[src/rtl/aerx_pkg.sv]
package aerx_pkg;
  parameter int SRC_W  = 4;
  parameter int PTR_W  = 6;
  parameter int TGT_W  = 8;
  parameter int AMP_W  = 8;
  parameter int MULT_W = 3;
  parameter int PROB_W = 8;
  parameter int LVL_W  = 2;
  parameter int CNT_W  = 4;
  parameter int RAND_W = 16;

  localparam int ENT_W = 1 + TGT_W + AMP_W + MULT_W + PROB_W;
  localparam int ROW_W = CNT_W + PTR_W;
  localparam int SRC_N = 1 << SRC_W;
  localparam int ENT_N = 1 << PTR_W;

  typedef struct packed {
    logic              relay;
    logic [TGT_W-1:0]  tgt;
    logic [AMP_W-1:0]  amp;
    logic [MULT_W-1:0] mult;
    logic [PROB_W-1:0] prob;
  } syn_ent_t;

  typedef struct packed {
    logic [CNT_W-1:0] cnt;
    logic [PTR_W-1:0] start;
  } src_row_t;

  typedef enum logic {ST_IDLE, ST_RUN} seq_st_e;
endpackage

[src/rtl/aerx_lfsr.sv]
module aerx_lfsr #(
  parameter int             W    = 16,
  parameter logic [W-1:0]   SEED = 16'hACE1,
  parameter logic [W-1:0]   TAPS = 16'hB400
) (
  input  logic         clk,
  input  logic         rst_n,
  input  logic         step,
  output logic [W-1:0] value
);
  localparam logic [W-1:0] SAFE_SEED = (SEED == '0) ? W'(1) : SEED;

  logic [W-1:0] state_q;

  always_ff @(posedge clk) begin
    if (!rst_n)    state_q <= SAFE_SEED;
    else if (step) state_q <= {state_q[W-2:0], ^(state_q & TAPS)};
  end

  assign value = state_q;

  AST_LFSR_LIVE: assert property (@(posedge clk) disable iff (!rst_n)
    value != '0);
  AST_LFSR_FROZEN: assert property (@(posedge clk) disable iff (!rst_n)
    !step |=> $stable(value));
endmodule

[src/rtl/aerx_table.sv]
module aerx_table
  import aerx_pkg::*;
#(
  parameter int MAX_FAN = 8
) (
  input  logic             clk,
  input  logic             rst_n,
  input  logic             wr_open,
  input  logic             cfg_we,
  input  logic             cfg_row,
  input  logic [PTR_W-1:0] cfg_addr,
  input  logic [ENT_W-1:0] cfg_wdata,
  input  logic [SRC_W-1:0] row_sel,
  output src_row_t         row_out,
  input  logic [PTR_W-1:0] ent_sel,
  output syn_ent_t         ent_out
);
  localparam logic [CNT_W-1:0] CAP = CNT_W'(MAX_FAN);

  src_row_t rows_q [SRC_N];
  syn_ent_t ents_q [ENT_N];
  src_row_t row_raw;
  logic     wr_ok;

  assign wr_ok = cfg_we && wr_open;

  generate
    for (genvar g = 0; g < SRC_N; g++) begin : g_row
      always_ff @(posedge clk) begin
        if (!rst_n)
          rows_q[g] <= '0;
        else if (wr_ok && cfg_row && cfg_addr[SRC_W-1:0] == SRC_W'(g))
          rows_q[g] <= src_row_t'(cfg_wdata[ROW_W-1:0]);
      end
    end
  endgenerate

  always_ff @(posedge clk) begin
    if (wr_ok && !cfg_row) ents_q[cfg_addr] <= syn_ent_t'(cfg_wdata);
  end

  always_comb begin
    row_raw       = rows_q[row_sel];
    row_out.start = row_raw.start;
    row_out.cnt   = (row_raw.cnt > CAP) ? CAP : row_raw.cnt;
    ent_out       = ents_q[ent_sel];
  end
endmodule

[src/rtl/aerx_seq.sv]
module aerx_seq
  import aerx_pkg::*;
#(
  parameter int MAX_FAN = 8
) (
  input  logic              clk,
  input  logic              rst_n,
  input  logic              in_valid,
  output logic              in_ready,
  input  logic [SRC_W-1:0]  in_src,
  output logic [SRC_W-1:0]  row_sel,
  input  src_row_t          row,
  output logic [PTR_W-1:0]  ent_sel,
  input  syn_ent_t          ent,
  input  logic [RAND_W-1:0] rnd,
  output logic              rnd_step,
  output logic              syn_valid,
  input  logic              syn_ready,
  output logic [TGT_W-1:0]  syn_tgt,
  output logic [AMP_W-1:0]  syn_amp,
  output logic              rly_valid,
  input  logic              rly_ready,
  output logic [LVL_W-1:0]  rly_level,
  output logic [SRC_W-1:0]  rly_src,
  output logic              idle
);
  seq_st_e           st_q, st_d;
  logic [SRC_W-1:0]  src_q, src_d;
  logic [PTR_W-1:0]  ptr_q, ptr_d;
  logic [CNT_W-1:0]  left_q, left_d;
  logic [MULT_W-1:0] rep_q, rep_d;
  logic              hit, adv;

  assign hit = (ent.prob == '1) ||
               (rnd < {ent.prob, {(RAND_W-PROB_W){1'b0}}});

  always_comb begin
    st_d      = st_q;
    src_d     = src_q;
    ptr_d     = ptr_q;
    left_d    = left_q;
    rep_d     = rep_q;
    adv       = 1'b0;
    syn_valid = 1'b0;
    rly_valid = 1'b0;
    rnd_step  = 1'b0;
    case (st_q)
      ST_IDLE: begin
        if (in_valid) begin
          st_d   = ST_RUN;
          src_d  = in_src;
          ptr_d  = row.start;
          left_d = row.cnt;
          rep_d  = '0;
        end
      end
      default: begin
        if (left_q == '0) begin
          st_d = ST_IDLE;
        end else if (ent.relay) begin
          rly_valid = 1'b1;
          adv       = rly_ready;
        end else if (rep_q >= ent.mult) begin
          adv = 1'b1;
        end else begin
          syn_valid = hit;
          if (!hit || syn_ready) begin
            rnd_step = 1'b1;
            rep_d    = rep_q + 1'b1;
          end
        end
      end
    endcase
    if (adv) begin
      ptr_d  = ptr_q + 1'b1;
      left_d = left_q - 1'b1;
      rep_d  = '0;
    end
  end

  always_ff @(posedge clk) begin
    if (!rst_n) begin
      st_q   <= ST_IDLE;
      src_q  <= '0;
      ptr_q  <= '0;
      left_q <= '0;
      rep_q  <= '0;
    end else begin
      st_q   <= st_d;
      src_q  <= src_d;
      ptr_q  <= ptr_d;
      left_q <= left_d;
      rep_q  <= rep_d;
    end
  end

  assign idle      = (st_q == ST_IDLE);
  assign in_ready  = idle;
  assign row_sel   = in_src;
  assign ent_sel   = ptr_q;
  assign syn_tgt   = ent.tgt;
  assign syn_amp   = ent.amp;
  assign rly_level = ent.tgt[LVL_W-1:0];
  assign rly_src   = src_q;

  AST_BUSY_AFTER_ACCEPT: assert property (@(posedge clk) disable iff (!rst_n)
    in_valid && in_ready |=> !in_ready);
  AST_FAN_CAP: assert property (@(posedge clk) disable iff (!rst_n)
    left_q <= CNT_W'(MAX_FAN));
  AST_SYN_HOLD: assert property (@(posedge clk) disable iff (!rst_n)
    syn_valid && !syn_ready |=> syn_valid && $stable(syn_tgt) && $stable(syn_amp));
  AST_RLY_HOLD: assert property (@(posedge clk) disable iff (!rst_n)
    rly_valid && !rly_ready |=> rly_valid && $stable(rly_level) && $stable(rly_src));
  AST_RELAY_NO_DRAW: assert property (@(posedge clk) disable iff (!rst_n)
    rly_valid |-> !rnd_step);
  AST_ONE_OUT: assert property (@(posedge clk) disable iff (!rst_n)
    !(syn_valid && rly_valid));
endmodule

[src/rtl/aer_fanout_router.sv]
module aer_fanout_router
  import aerx_pkg::*;
#(
  parameter int                MAX_FAN   = 8,
  parameter logic [RAND_W-1:0] LFSR_SEED = 16'hACE1
) (
  input  logic              clk,
  input  logic              rst_n,
  input  logic              in_valid,
  output logic              in_ready,
  input  logic [SRC_W-1:0]  in_src,
  output logic              syn_valid,
  input  logic              syn_ready,
  output logic [TGT_W-1:0]  syn_tgt,
  output logic [AMP_W-1:0]  syn_amp,
  output logic              rly_valid,
  input  logic              rly_ready,
  output logic [LVL_W-1:0]  rly_level,
  output logic [SRC_W-1:0]  rly_src,
  input  logic              cfg_we,
  input  logic              cfg_row,
  input  logic [PTR_W-1:0]  cfg_addr,
  input  logic [ENT_W-1:0]  cfg_wdata
);
  logic [SRC_W-1:0]  row_sel;
  logic [PTR_W-1:0]  ent_sel;
  src_row_t          row;
  syn_ent_t          ent;
  logic [RAND_W-1:0] rnd;
  logic              rnd_step;
  logic              idle;

  aerx_lfsr #(.W(RAND_W), .SEED(LFSR_SEED), .TAPS(16'hB400)) u_rng (
    .clk(clk), .rst_n(rst_n), .step(rnd_step), .value(rnd)
  );

  aerx_table #(.MAX_FAN(MAX_FAN)) u_tab (
    .clk(clk), .rst_n(rst_n), .wr_open(idle),
    .cfg_we(cfg_we), .cfg_row(cfg_row), .cfg_addr(cfg_addr), .cfg_wdata(cfg_wdata),
    .row_sel(row_sel), .row_out(row), .ent_sel(ent_sel), .ent_out(ent)
  );

  aerx_seq #(.MAX_FAN(MAX_FAN)) u_seq (
    .clk(clk), .rst_n(rst_n),
    .in_valid(in_valid), .in_ready(in_ready), .in_src(in_src),
    .row_sel(row_sel), .row(row), .ent_sel(ent_sel), .ent(ent),
    .rnd(rnd), .rnd_step(rnd_step),
    .syn_valid(syn_valid), .syn_ready(syn_ready), .syn_tgt(syn_tgt), .syn_amp(syn_amp),
    .rly_valid(rly_valid), .rly_ready(rly_ready), .rly_level(rly_level), .rly_src(rly_src),
    .idle(idle)
  );
endmodule

[config.mk]
export PLATFORM = sky130hd
export DESIGN_NAME = aer_fanout_router
export DESIGN_NICKNAME = d
export VERILOG_FILES = /design/src/rtl/aerx_pkg.sv /design/src/rtl/aerx_lfsr.sv /design/src/rtl/aerx_table.sv /design/src/rtl/aerx_seq.sv /design/src/rtl/aer_fanout_router.sv
export SDC_FILE = /design/constraint.sdc
export NUM_CORES = 2
export LEC_CHECK = 0
export BUFFER_PORTS_ARGS = -buffer_cell sky130_fd_sc_hd__buf_2
export CORE_UTILIZATION = 43
export CTS_CLUSTER_DIAMETER = 150
export DETAILED_ROUTE_END_ITERATION = 8
export GPL_TIMING_DRIVEN = 0
export PLACE_DENSITY_LB_ADDON = 0.15
export SLEW_MARGIN = 20
export SYNTH_ARGS = -nofsm -noshare
export SYNTH_HDL_FRONTEND = slang
export SYNTH_SLANG_ARGS = --single-unit
[constraint.sdc]
create_clock -name clk -period 5.1 [get_ports clk]
set_input_delay 0.765 -clock clk [delete_from_list [all_inputs] [get_ports clk]]
set_output_delay 0.765 -clock clk [all_outputs]
set_load 0.005 [all_outputs]
# Word-level counts from Yosys, hierarchy flattened
# Memories as Yosys holds them, arrays and structs flattened. A register that Yosys moved wholly into a read port is not among the register bits.
# Index checks and enable logic that the tools add are counted.
classes:
  n_eq_ne: 21
  n_mux: 101
  add_sub_neg: 3
  order_cmp: 3
  n_reduce_logical: 32
  bitwise_logic: 18
ops:
  columns: ["cell", "n"]
  rows:
  - ["$mux W10", 16]
  - ["$mux W1", 70]
  - ["$eq A4 B4 Y1 const B", 8]
  - ["$mux W6", 5]
  - ["$logic_and A1 B1 Y1", 19]
  - ["$mux W3", 6]
  - ["$eq A4 B3 Y1 const B", 4]
  - ["$lt A16 B16 Y1", 1]
  - ["$mux W4", 4]
  - ["$or A1 B1 Y1", 16]
  - ["$reduce_xor A16 Y1", 1]
  - ["$ne A2 B2 Y1 const B", 5]
  - ["$eq A4 B2 Y1 const B", 2]
  - ["$eq A8 B8 Y1 const B", 1]
  - ["$logic_not A4 Y1", 2]
  - ["$add A6 B1 Y6 const B", 1]
  - ["$reduce_and A5 Y1", 1]
  - ["$eq A4 B1 Y1 const B", 1]
  - ["$gt A4 B4 Y1 const B", 1]
  - ["$reduce_and A2 Y1", 2]
  - ["$reduce_bool A2 Y1", 2]
  - ["$sub A4 B1 Y4 const B", 1]
  - ["$add A3 B1 Y3 const B", 1]
  - ["$ge A3 B3 Y1", 1]
  - ["other kinds (4)", 7]
totals:
  mem_bits_rw: 1952
  mem_count: 2
  output_inout_bits: 25
  word_cells: 186
  register_bits: 34
mem_list:
  columns: ["name", "depth", "width", "rd", "rd_clocked_by_memory_dff", "write_ports", "line_no", "source"]
  rows:
  - ["u_tab.ents_q", 64, 28, 1, 1, 1, "aerx_table.sv:21", "syn_ent_t ents_q [ENT_N];"]
  - ["u_tab.rows_q", 16, 10, 1, 0, 16, "aerx_table.sv:20", "src_row_t rows_q [SRC_N];"]

# Longest topological paths before layout
depth:
  ltp_word: 9
  ltp_mapped: 20
  ltp_nobuf: 14

# Modules after synthesis
# A second synthesis with hierarchy kept.
hier_totals:
  hier_cells: 3870
  hier_area_um2: 78704.2
by_module_without_submodules:
  columns: ["mod", "seq_area_each_um2", "area_per_inst_um2", "cells_per_inst", "instances"]
  rows:
  - ["aerx_table", 58616.2, 76623.5, 3640, 1]
  - ["aerx_seq", 360.3, 1450.1, 176, 1]
  - ["aerx_lfsr", 320.3, 630.6, 54, 1]

# Least setup slack after synthesis
# No wires, ideal clock.
synth_path:
  path_kind: "register -> register"
  start: "reg with a tool-made name"
  end: "reg with a tool-made name"
  synth_period_minus_slack_ns: 5.141
  path_buffers: 7
  stages_incl_launch_ff: 20
  arrival_time_ns: 5.009
  slack_ns: -0.041
  required_ns: 4.968
  path_cell_list: "dfxtp_1 -> buf_4 -> buf_6 -> buf_4 -> buf_6 -> buf_6 -> buf_1 -> mux4_2 -> mux4_2 -> mux4_2 -> ha_1 -> nand2b_1 -> a21o_1 -> a21oi_1 -> or4b_4 -> nand3_2 -> buf_4 -> nor2_1 -> a221oi_1 -> nor2_1"

==> results_dict.tcl <==
set metrics [dict create \
    track_usage 0.2491 \
    slew_headroom 0.3037 \
    drive_gt1_frac 0.3398 \
    io-pin-count 70 \
    power_density_nw_per_um2 392.7 \
    slew_viol_final 0 \
    totalWireLength_um 225400 \
    wl_per_cell_um 35.16 \
    hp-class "primary input to register" \
    cts_buffers 203 \
    violations "setup timing" \
    finalSetupViolations 19 \
    synth_edf_count 1952 \
    multiInputGateArea_um2 17950 \
    regArea_um2 59420 \
    setup_ws_ps -770.8 \
    drc_errors 0 \
    clk_latency_ps 840 \
    fp-row-count 155 \
    outcome "finished, violations left" \
    synth_ff_type "edfxtp_1" \
    grt_pass1_vias 38578 \
    ant_nets 0 \
    core_um2 178800 \
    ys_ff_latch 1992 \
    fin_util 0.5158 \
    antenna_found_initial 6 \
    cts_root_buffer "clkbuf_16" \
    clock_path_buffers 3 \
    place_worst_setup_slack_ps -2749 \
    min_period_ps 5871 \
    final-instance-count-excl-fill 6409 \
    irDropWorstVdd_uv 293.7 \
    area_growth_pct 18.87 \
    worstPathRequired_ps 4340 \
    grt_max_degree 72 \
    grt-ovfl-total 0 \
    max_freq_mhz 170.3 \
    worstSetupEndpointType "primary output" \
    clock_sinks 1992 \
    yosysWarnings 0 \
    clk_pin_slew_worst_paths_ps 60 \
    via_per_inst 6.041 \
    first_pass_iters 7 \
    post-route-cell-area_um2 92220 \
    gp_congestion 0.8393 \
    grt_pass1_wl_um 310800 \
    worstSetupPathType "register to primary output" \
    vias 38716 \
    report.final.hold_viol_count 0 \
    yosysSeqAreaShare 0.7658 \
    dieArea_um2 182100 \
    syn_area_um2 77580 \
    maxCapViolCount 0 \
    fin_worst_skew_ps 31.55 \
    dr.first_iter.drc_count 5004 \
    ctsHoldBuffers 0 \
    synth_area_per_cell_um2 22.61 \
    crit_arrival_ps 5110 \
    cts_max_level 4 \
    fp.dieW_um 426.8 \
    hpwl_um 147700 \
    rsz0062_at_grt "true" \
    start_util 0.4339 \
    async_reset_ff_frac 0 \
    die_h_um 426.8 \
    place_area_um2 83610 \
    min_period_over_period 1.151 \
    synth_cells 3432 \
    synth_nets 3490 \
    cts_tree "done" \
    p_leak_nw 28.57 \
    fill_cells 13828 \
    tightest_slew_ps 1045 \
    crit_path_start_kind "register" \
    final_nets 3936 \
    io_buffer_count 66 \
    ys_types 68 \
    dp_cells 5959 \
    crit_fanout 6 \
]
[critical path, cell delays in order (launching register included)]
cell and delay [ps]:
dfxtp_2 350, buf_12 110, buf_16 110, buf_16 110, buf_12 120, buf_16 150
buf_16 180, buf_12 130, mux4_2 540, mux4_2 580, mux4_2 720, ha_4 290
nand2b_4 130, a21o_1 160, a21oi_2 170, nand3_2 120, a21oi_2 140, buf_2 130
[synthesized netlist by cell type, types with 3 or more instances]
cell,count,area share
clkbuf_1,94,0.0045
nor3b_1,5,0.00048
a21oi_1,27,0.0017
mux4_2,583,0.17
buf_4,19,0.0018
nand3_1,15,0.00097
a211oi_1,11,0.0011
and2_1,162,0.013
nor2_1,122,0.0059
or3_1,6,0.00048
or2_2,7,0.00056
inv_1,12,0.00058
ha_1,13,0.0021
o22ai_1,14,0.0011
buf_2,48,0.0031
a31oi_1,11,0.00089
o21ai_1,4,0.00026
or3b_2,6,0.00068
nor2b_1,16,0.0013
edfxtp_1,1952,0.76
o221ai_1,8,0.00090
a311oi_1,3,0.00034
dfxtp_1,40,0.010
nand2b_1,14,0.0011
o21ai_0,27,0.0017
nand3b_1,9,0.00087
buf_1,11,0.00053
mux2i_1,46,0.0059
nand2_1,51,0.0025
nor3_1,11,0.00071
a22oi_1,25,0.0024
a21o_1,5,0.00048
buf_6,7,0.0010
[kinds of logic (layout without fill, tap and decap cells)]
kind of cell	Yosys count	in the layout	synth area share
DFF	1992	1992	0.7658
muxes	630	630	0.1753
and+or+nand+nor	435	435	0.02977
buffers and inverters	195	813	0.01182
AOI/OAI and AO/OA	164	164	0.01482
adders and majority gates	13	13	0.002097
xor gates and xnor gates	3	3	0.0003387
other	0	4	0
[registers in the layout (all words and copies together) (netlist names), named ones only]
signal	flops
u_seq.rly_src	4
u_seq.rep_q	3
u_seq.ent_sel	6
u_seq.left_q	4
u_tab.rows_q	160
u_rng.value	16
u_seq.st_q	1
u_tab.ents_q	1792
[where the power goes]
part	switching [mW]	total [mW]	internal (mW)
logic	1.89	3.28	1.39
registers	0.0364	18.1	18.1
clock network	6.32	14.8	8.52
total	8.25	36.2	28.0
[metal layers]
layer / global-route usage / wire length [um] / vias up / part of all wire
met4: 0.08905 / 8614 / 4 / 0.038
met3: 0.05082 / 17710 / 432 / 0.079
met1: 0.3454 / 92260 / 21035 / 0.41
met2: 0.3925 / 106700 / 1804 / 0.47
met5: 0 / 29 / - / 0.00013
li1: - / - / 15441 / -
[cells in the final DEF, fill, tap and decap left out, types with 7 or more instances in the layout]
master | synthesis | layout
edfxtp_1 | 1952 | 1952
mux4_2 | 583 | 583
clkbuf_16 | 0 | 222
and2_1 | 162 | 162
buf_4 | 19 | 102
buf_12 | 0 | 81
clkbuf_1 | 94 | 79
nor2_4 | 0 | 65
clkinv_1 | 2 | 56
nor2_1 | 122 | 55
buf_2 | 48 | 52
nand2_1 | 51 | 51
mux2i_1 | 46 | 46
buf_16 | 0 | 42
dfxtp_1 | 40 | 39
clkinv_2 | 0 | 33
clkbuf_2 | 1 | 28
buf_6 | 7 | 25
a22oi_1 | 25 | 24
bufinv_16 | 0 | 19
a21oi_1 | 27 | 17
nor2b_1 | 16 | 16
o21ai_1 | 4 | 16
clkbuf_8 | 0 | 15
o22ai_1 | 14 | 14
nand2b_1 | 14 | 13
ha_1 | 13 | 12
inv_1 | 12 | 11
nand3_1 | 15 | 11
clkbuf_4 | 0 | 10
buf_8 | 0 | 10
o21ai_0 | 27 | 10
a31oi_1 | 11 | 10
a21oi_2 | 0 | 10
nand3b_1 | 9 | 9
nor3_1 | 11 | 8
a211oi_1 | 11 | 8
or2_2 | 7 | 7
o221ai_1 | 8 | 7
[through the flow]
step	hold WS, ps	TNS [ps]	power, mW
2_1_floorplan	435.1	0	20.07
3_3_place_gp	447.1	-2362870	21.34
3_5_place_dp	443.9	-115320	21.39
4_1_cts	341.2	-3248	36.37
5_1_grt	414.9	-3430	37.12
6_report	408.8	-1519	36.22
[final timing paths]
| kind | startpoint | end | slack, ps | depth (start not counted) |
|---|---|---|---|---|
| max | register | syn_valid | -770 | 17 |
| min | in_valid | u_seq.rly_src[3] | 410 | 4 |
| max reg2reg | register | register | -110 | 20 |
| min reg2reg | u_seq.rly_src[3] | u_seq.rly_src[3] | 450 | 2 |
[repair_timing]
action | in CTS | in global routing
cloned | 7 | 2
resized for setup | 272 | 81
endpoints found under the setup margin | 55 | 43
setup buffers | 31 | 30
pin swaps | 6 | 16
endpoints found under the hold margin | 0 | 0
[layout make-up]
type | count | share of cell area
Sequential cell | 1992 | 0.6443
Timing Repair Buffer | 241 | 0.03624
Inverter | 15 | 0.0006241
Antenna cell | 4 | 0.0001085
Clock buffer | 254 | 0.05899
Tap cell | 2355 | 0.03195
Buffer | 180 | 0.02041
Clock inverter | 123 | 0.01269
Multi-Input combinational cell | 1245 | 0.1947
Note: power is estimated with default switching activity, not from simulation.
